==> src/rtl/cl_frame_capture.sv <==
module cl_frame_capture #(
  parameter int PIX_W      = 24,
  parameter int CNT_W      = 16,
  parameter int SEC_CYCLES = 85_000_000,
  localparam int SEC_W     = $clog2(SEC_CYCLES + 1)
) (
  input  logic             clk,
  input  logic             rst_n,
  input  logic             cfg_enable,
  input  logic             cfg_dval_use,
  input  logic             cap_start,
  input  logic [PIX_W-1:0] in_pix,
  input  logic             in_fval,
  input  logic             in_lval,
  input  logic             in_dval,
  input  logic             in_spare,
  input  logic             out_ready,
  output logic             out_valid,
  output logic [PIX_W-1:0] out_data,
  output logic             out_sof,
  output logic             out_eol,
  output logic             out_overflow,
  output logic [CNT_W-1:0] stat_width,
  output logic [CNT_W-1:0] stat_height,
  output logic [CNT_W-1:0] stat_fps
);

  logic spare_unused;
  assign spare_unused = in_spare;

  logic fval_q, line_q, start_q, run, frame_cap, first_flag;
  logic hold_vld, hold_sof;
  logic [PIX_W-1:0] hold_data;
  logic [CNT_W-1:0] pix_cnt, last_w, line_cnt, frame_cnt;
  logic [SEC_W-1:0] sec_cnt;

  logic line_on, acc, fval_rise, fval_fall, line_start, line_end;
  logic sec_tick, cap_now, take, emit;

  assign line_on    = in_fval & in_lval;
  assign acc        = line_on & (in_dval | ~cfg_dval_use);
  assign fval_rise  = in_fval & ~fval_q;
  assign fval_fall  = ~in_fval & fval_q;
  assign line_start = line_on & ~line_q;
  assign line_end   = ~line_on & line_q;
  assign sec_tick   = (sec_cnt == SEC_W'(SEC_CYCLES - 1));
  assign cap_now    = cfg_enable & (frame_cap | (fval_rise & run));
  assign take       = acc & cap_now;
  assign emit       = cfg_enable & hold_vld & (take | line_end);

  // capture path
  always_ff @(posedge clk or negedge rst_n) begin
    if (!rst_n) begin
      start_q      <= 1'b0;
      run          <= 1'b0;
      frame_cap    <= 1'b0;
      first_flag   <= 1'b0;
      hold_vld     <= 1'b0;
      hold_sof     <= 1'b0;
      hold_data    <= '0;
      out_valid    <= 1'b0;
      out_data     <= '0;
      out_sof      <= 1'b0;
      out_eol      <= 1'b0;
      out_overflow <= 1'b0;
    end else begin
      start_q <= cap_start;
      if (!cfg_enable) begin
        run        <= 1'b0;
        frame_cap  <= 1'b0;
        first_flag <= 1'b0;
        hold_vld   <= 1'b0;
      end else begin
        if (cap_start & ~start_q) run <= ~run;
        if (fval_rise & run)  frame_cap <= 1'b1;
        else if (fval_fall)   frame_cap <= 1'b0;
        if (take)                  first_flag <= 1'b0;
        else if (fval_rise & run)  first_flag <= 1'b1;
        if (take) begin
          hold_vld  <= 1'b1;
          hold_data <= in_pix;
          hold_sof  <= first_flag | fval_rise;
        end else if (line_end) begin
          hold_vld <= 1'b0;
        end
      end
      out_valid <= emit & out_ready;
      if (emit) begin
        out_data <= hold_data;
        out_sof  <= hold_sof;
        out_eol  <= line_end;
      end
      if (emit & ~out_ready) out_overflow <= 1'b1;
    end
  end

  // measurement path
  always_ff @(posedge clk or negedge rst_n) begin
    if (!rst_n) begin
      fval_q      <= 1'b0;
      line_q      <= 1'b0;
      pix_cnt     <= '0;
      last_w      <= '0;
      line_cnt    <= '0;
      frame_cnt   <= '0;
      sec_cnt     <= '0;
      stat_width  <= '0;
      stat_height <= '0;
      stat_fps    <= '0;
    end else begin
      fval_q <= in_fval;
      line_q <= line_on;
      if (line_start)  pix_cnt <= CNT_W'(acc);
      else if (acc)    pix_cnt <= pix_cnt + 1'b1;
      if (line_end)    last_w <= pix_cnt;
      if (fval_rise)        line_cnt <= CNT_W'(line_start);
      else if (line_start)  line_cnt <= line_cnt + 1'b1;
      if (fval_fall) begin
        stat_width  <= line_end ? pix_cnt : last_w;
        stat_height <= line_cnt;
      end
      sec_cnt <= sec_tick ? '0 : sec_cnt + 1'b1;
      if (sec_tick) begin
        stat_fps  <= frame_cnt + CNT_W'(fval_fall);
        frame_cnt <= '0;
      end else if (fval_fall) begin
        frame_cnt <= frame_cnt + 1'b1;
      end
    end
  end


  overflow_sticky_chk: assert property (@(posedge clk) disable iff (!rst_n)
    out_overflow |=> out_overflow);


  valid_gate_chk: assert property (@(posedge clk) disable iff (!rst_n)
    out_valid |-> ($past(out_ready) && $past(cfg_enable)));


  height_latch_chk: assert property (@(posedge clk) disable iff (!rst_n)
    !$stable(stat_height) |-> $past(fval_q && !in_fval));


  width_latch_chk: assert property (@(posedge clk) disable iff (!rst_n)
    !$stable(stat_width) |-> $past(fval_q && !in_fval));


  fps_window_chk: assert property (@(posedge clk) disable iff (!rst_n)
    !$stable(stat_fps) |-> $past(sec_tick));

endmodule

==> config.mk <==
export PLATFORM = sky130hd
export DESIGN_NAME = cl_frame_capture
export DESIGN_NICKNAME = d
export VERILOG_FILES = /design/src/rtl/cl_frame_capture.sv
export SDC_FILE = /design/constraint.sdc
export NUM_CORES = 1
export LEC_CHECK = 0
export BUFFER_PORTS_ARGS = -buffer_cell sky130_fd_sc_hd__buf_4
export CAP_MARGIN = 20
export CORE_MARGIN = 2
export CORE_UTILIZATION = 57
export DETAILED_ROUTE_END_ITERATION = 7
export GPL_TIMING_DRIVEN = 0
export PLACE_DENSITY_LB_ADDON = 0.1
export SLEW_MARGIN = 30
export SYNTH_ARGS = -nofsm -noshare
export SYNTH_HDL_FRONTEND = slang
export SYNTH_SLANG_ARGS = --single-unit
==> constraint.sdc <==
create_clock -name clk -period 3.8 [get_ports clk]
set_input_delay 0.38 -clock clk [delete_from_list [all_inputs] [get_ports clk]]
set_output_delay 0.38 -clock clk [all_outputs]
set_load 0.01 [all_outputs]
==> reports/qor.csv <==
metric,value,unit
largest net degree at the start of global routing,90,
final worst path period need,3.06,ns
RSZ-0062 raised after global routing,no,
worst r2r path cells,11,
DP HPWL,11800,µm
peak supply drop,357,µV
final wirelength,16900,µm
number of global-route vias before repair,5902,
crit path buf inv count,4,
full die area,15900,µm²
outcome,completed,
CP most frequent cell,clkbuf_1,
initial core utilization,0.584,
synthesized area per cell,11.2,µm²
Die Span X,126,µm
H-tree levels,4,
Async SR Flop Fraction,1.00,
final worst path period share,0.805,
Die Ht,126,µm
initial antenna violation count,0,
Critical Path AT,3.36,ns
first-pass GRT wire length,28700,µm
"Slowest-stage cell, CP",clkbuf_1,
Place WS,0.517,ns
Slew @ Worst Pin,0.775,ns
Core Rows,44,
critical path endpoint,stat_fps[12],
diode count,0,
Post-Syn Nets,799,
I/O pin cnt,110,
Fin Hold WS,0.0778,ns
"Cell Chain, Critical Path",nand2b_1 > clkbuf_1 > inv_1 > clkbuf_1 > clkbuf_1 > ha_1 > ha_1 > nand2_1 > nor3_1 > xnor2_1 > a21oi_1,
Sink Count,199,
WP depth,11,
crit-path max FO,10,
Slew headroom,0.479,
"commonest non-fill, non-tap cell in the layout",dfrtp_1,
All-Layer GR Usage,0.225,
Setup CP Type,reg2reg,
WL/cell,15.5,µm
clk buf depth,2,
clock slew at reported path FFs,0.07,ns
Max Clock Skew,0.0136,ns
r2r startpoint,fval_q,
fmax,0.327,GHz
worst reg2reg setup slack,0.74,ns
starting DRC count in detailed routing,330,
mapped cell area,8490,µm²
MaxCap Viol Count,0,
CORE AREA,14500,µm²
Crit. Startpoint,fval_q,
Detail Route Antenna Nets,0,
Post-layout nets,929,
Worst setup SP type,register,
Setup Buffers After CTS,0,
total power,4.45,mW
Final Cell Area,10200,µm²
layout cells sized above 1,0.247,
first-pass iteration count of the detailed router,4,
Placement Cell Area,9590,µm²
worst hold path type,in2reg,
CTS tree,yes,
reg2reg end,stat_fps[12],
"delay-heaviest family, CP",buffers and inverters,
Root Buffer,clkbuf_16,
post-route setup slack,0.740,ns
Fin. Hold Viols,0,
power density over cell area,437,nW/µm²
cell count after synthesis,759,
most frequent cells in the layout,"199 x dfrtp_1, 139 x nand2_1, 112 x buf_4",
critical path data required time,4.10,ns
sequential share of the synthesized area,0.587,
drt via density,5.36,
CTS Buf Count,17,
Yosys Warn Count,0,
Final TNS setup,0,ns
drt drc,0,
Post-synth EDFFs,0,
Final Max Tran Viols,0,
library cells used by synthesis,42,
"Top FF cell, synth",dfrtp_1,
highest cell delay on the worst timing path,0.46,ns
P_leak,5.09,nW
number of synthesized register bits,199,
gr ovfl total,0,
Area Overhead vs Synth,20.0,%
Clock Latency Late Sink,0.43,ns
final setup fails,0,
GP Congestion,0.828,
# port buffers,108,
fillers,1069,
detailed-route via count,5816,
Setup crit end kind,register,
[worst register-to-register path, cell delays in order, from the launching register on]
cell      delay (ns)
dfrtp_1         0.38
nand2b_1        0.07
clkbuf_1        0.24
inv_1           0.13
clkbuf_1        0.40
clkbuf_1        0.46
ha_1            0.31
ha_1            0.26
nand2_1         0.15
nor3_1          0.27
xnor2_1         0.17
a21oi_1         0.10
[report_power, final]
part	switching [mW]	internal (mW)	leakage [nW]	total, mW
clock	0.743	1.01	0.289	1.75
combinational	0.187	0.175	2.16	0.362
sequential	0.0955	2.24	2.65	2.34
[metal layers]
| layer | GRT usage | wire [µm] |
|---|---|---|
| met4 | 0.0730 | 293 |
| met1 | 0.299 | 7570 |
| met5 | 0 | 0 |
| met3 | 0.0450 | 598 |
| met2 | 0.374 | 8420 |
[registers in the layout, indices dropped and copies added (netlist names), 16 cells and up]
signal       flops
line_cnt        16
sec_cnt         27
pix_cnt         16
stat_width      16
frame_cnt       16
stat_fps        16
out_data        24
hold_data       24
last_w          16
stat_height     16
[final cells by class]
class / count / area [µm²] / area share
timing repair buffer: 111 / 883 / 0.0868
clock inverter: 7 / 66.3 / 0.00651
sequential: 199 / 4980 / 0.489
tap: 184 / 230 / 0.0226
clock buffer: 25 / 515 / 0.0506
inverter: 7 / 26.3 / 0.00258
multi-input combinational: 524 / 3330 / 0.327
buffer: 29 / 154 / 0.0151
[kinds of logic (layout without fill, tap and decap cells)]
logic type	after synthesis	in the layout	synth area share
AND/OR/NAND/NOR	329	329	0.182
flip-flops	199	199	0.587
XOR/XNOR	77	77	0.0795
multiplexers	69	69	0.0914
AO/OA/AOI/OAI	43	43	0.0307
buffers and inverters	36	179	0.0212
adder cells (fa/ha/maj)	6	6	0.00885
[metrics by stage]
stage | std cells | utilization
finish | 1086 | 0.701
global route | 1086 | 0.701
CTS | 1086 | 0.701
detailed placement | 1053 | 0.660
global placement | 1051 | 0.656
floorplan | 759 | -
[synth_stat cells, drive strengths merged (7+ instances only)]
cell,number,area share
inv,7,0.0031
clkbuf,10,0.0044
nor3,15,0.010
xor2,45,0.046
and3,18,0.013
buf,19,0.014
nand4,23,0.017
xnor2,32,0.033
o21ai,11,0.0065
nand2,140,0.062
and4,8,0.0083
nand3,17,0.011
nor2,79,0.036
a21oi,24,0.015
mux2,68,0.090
dfrtp,199,0.59
and2,9,0.0066
[worst min path at each step]
stage / from / endpoint / slack, ns / cells after the start
floorplan: rst_n / first_flag / 0.08 / 0
global placement: out_overflow / out_overflow / 0.44 / 1
detailed placement: rst_n / out_valid / 0.29 / 1
CTS: cap_start / start_q / 0.06 / 1
global route: cap_start / start_q / 0.05 / 1
finish: cap_start / start_q / 0.08 / 1
[repair_timing]
action	CTS	global route
hold endpoints to repair	41	0
hold buffers	1	0
resized for setup	0	0
Power figures use the tool's default switching activity.
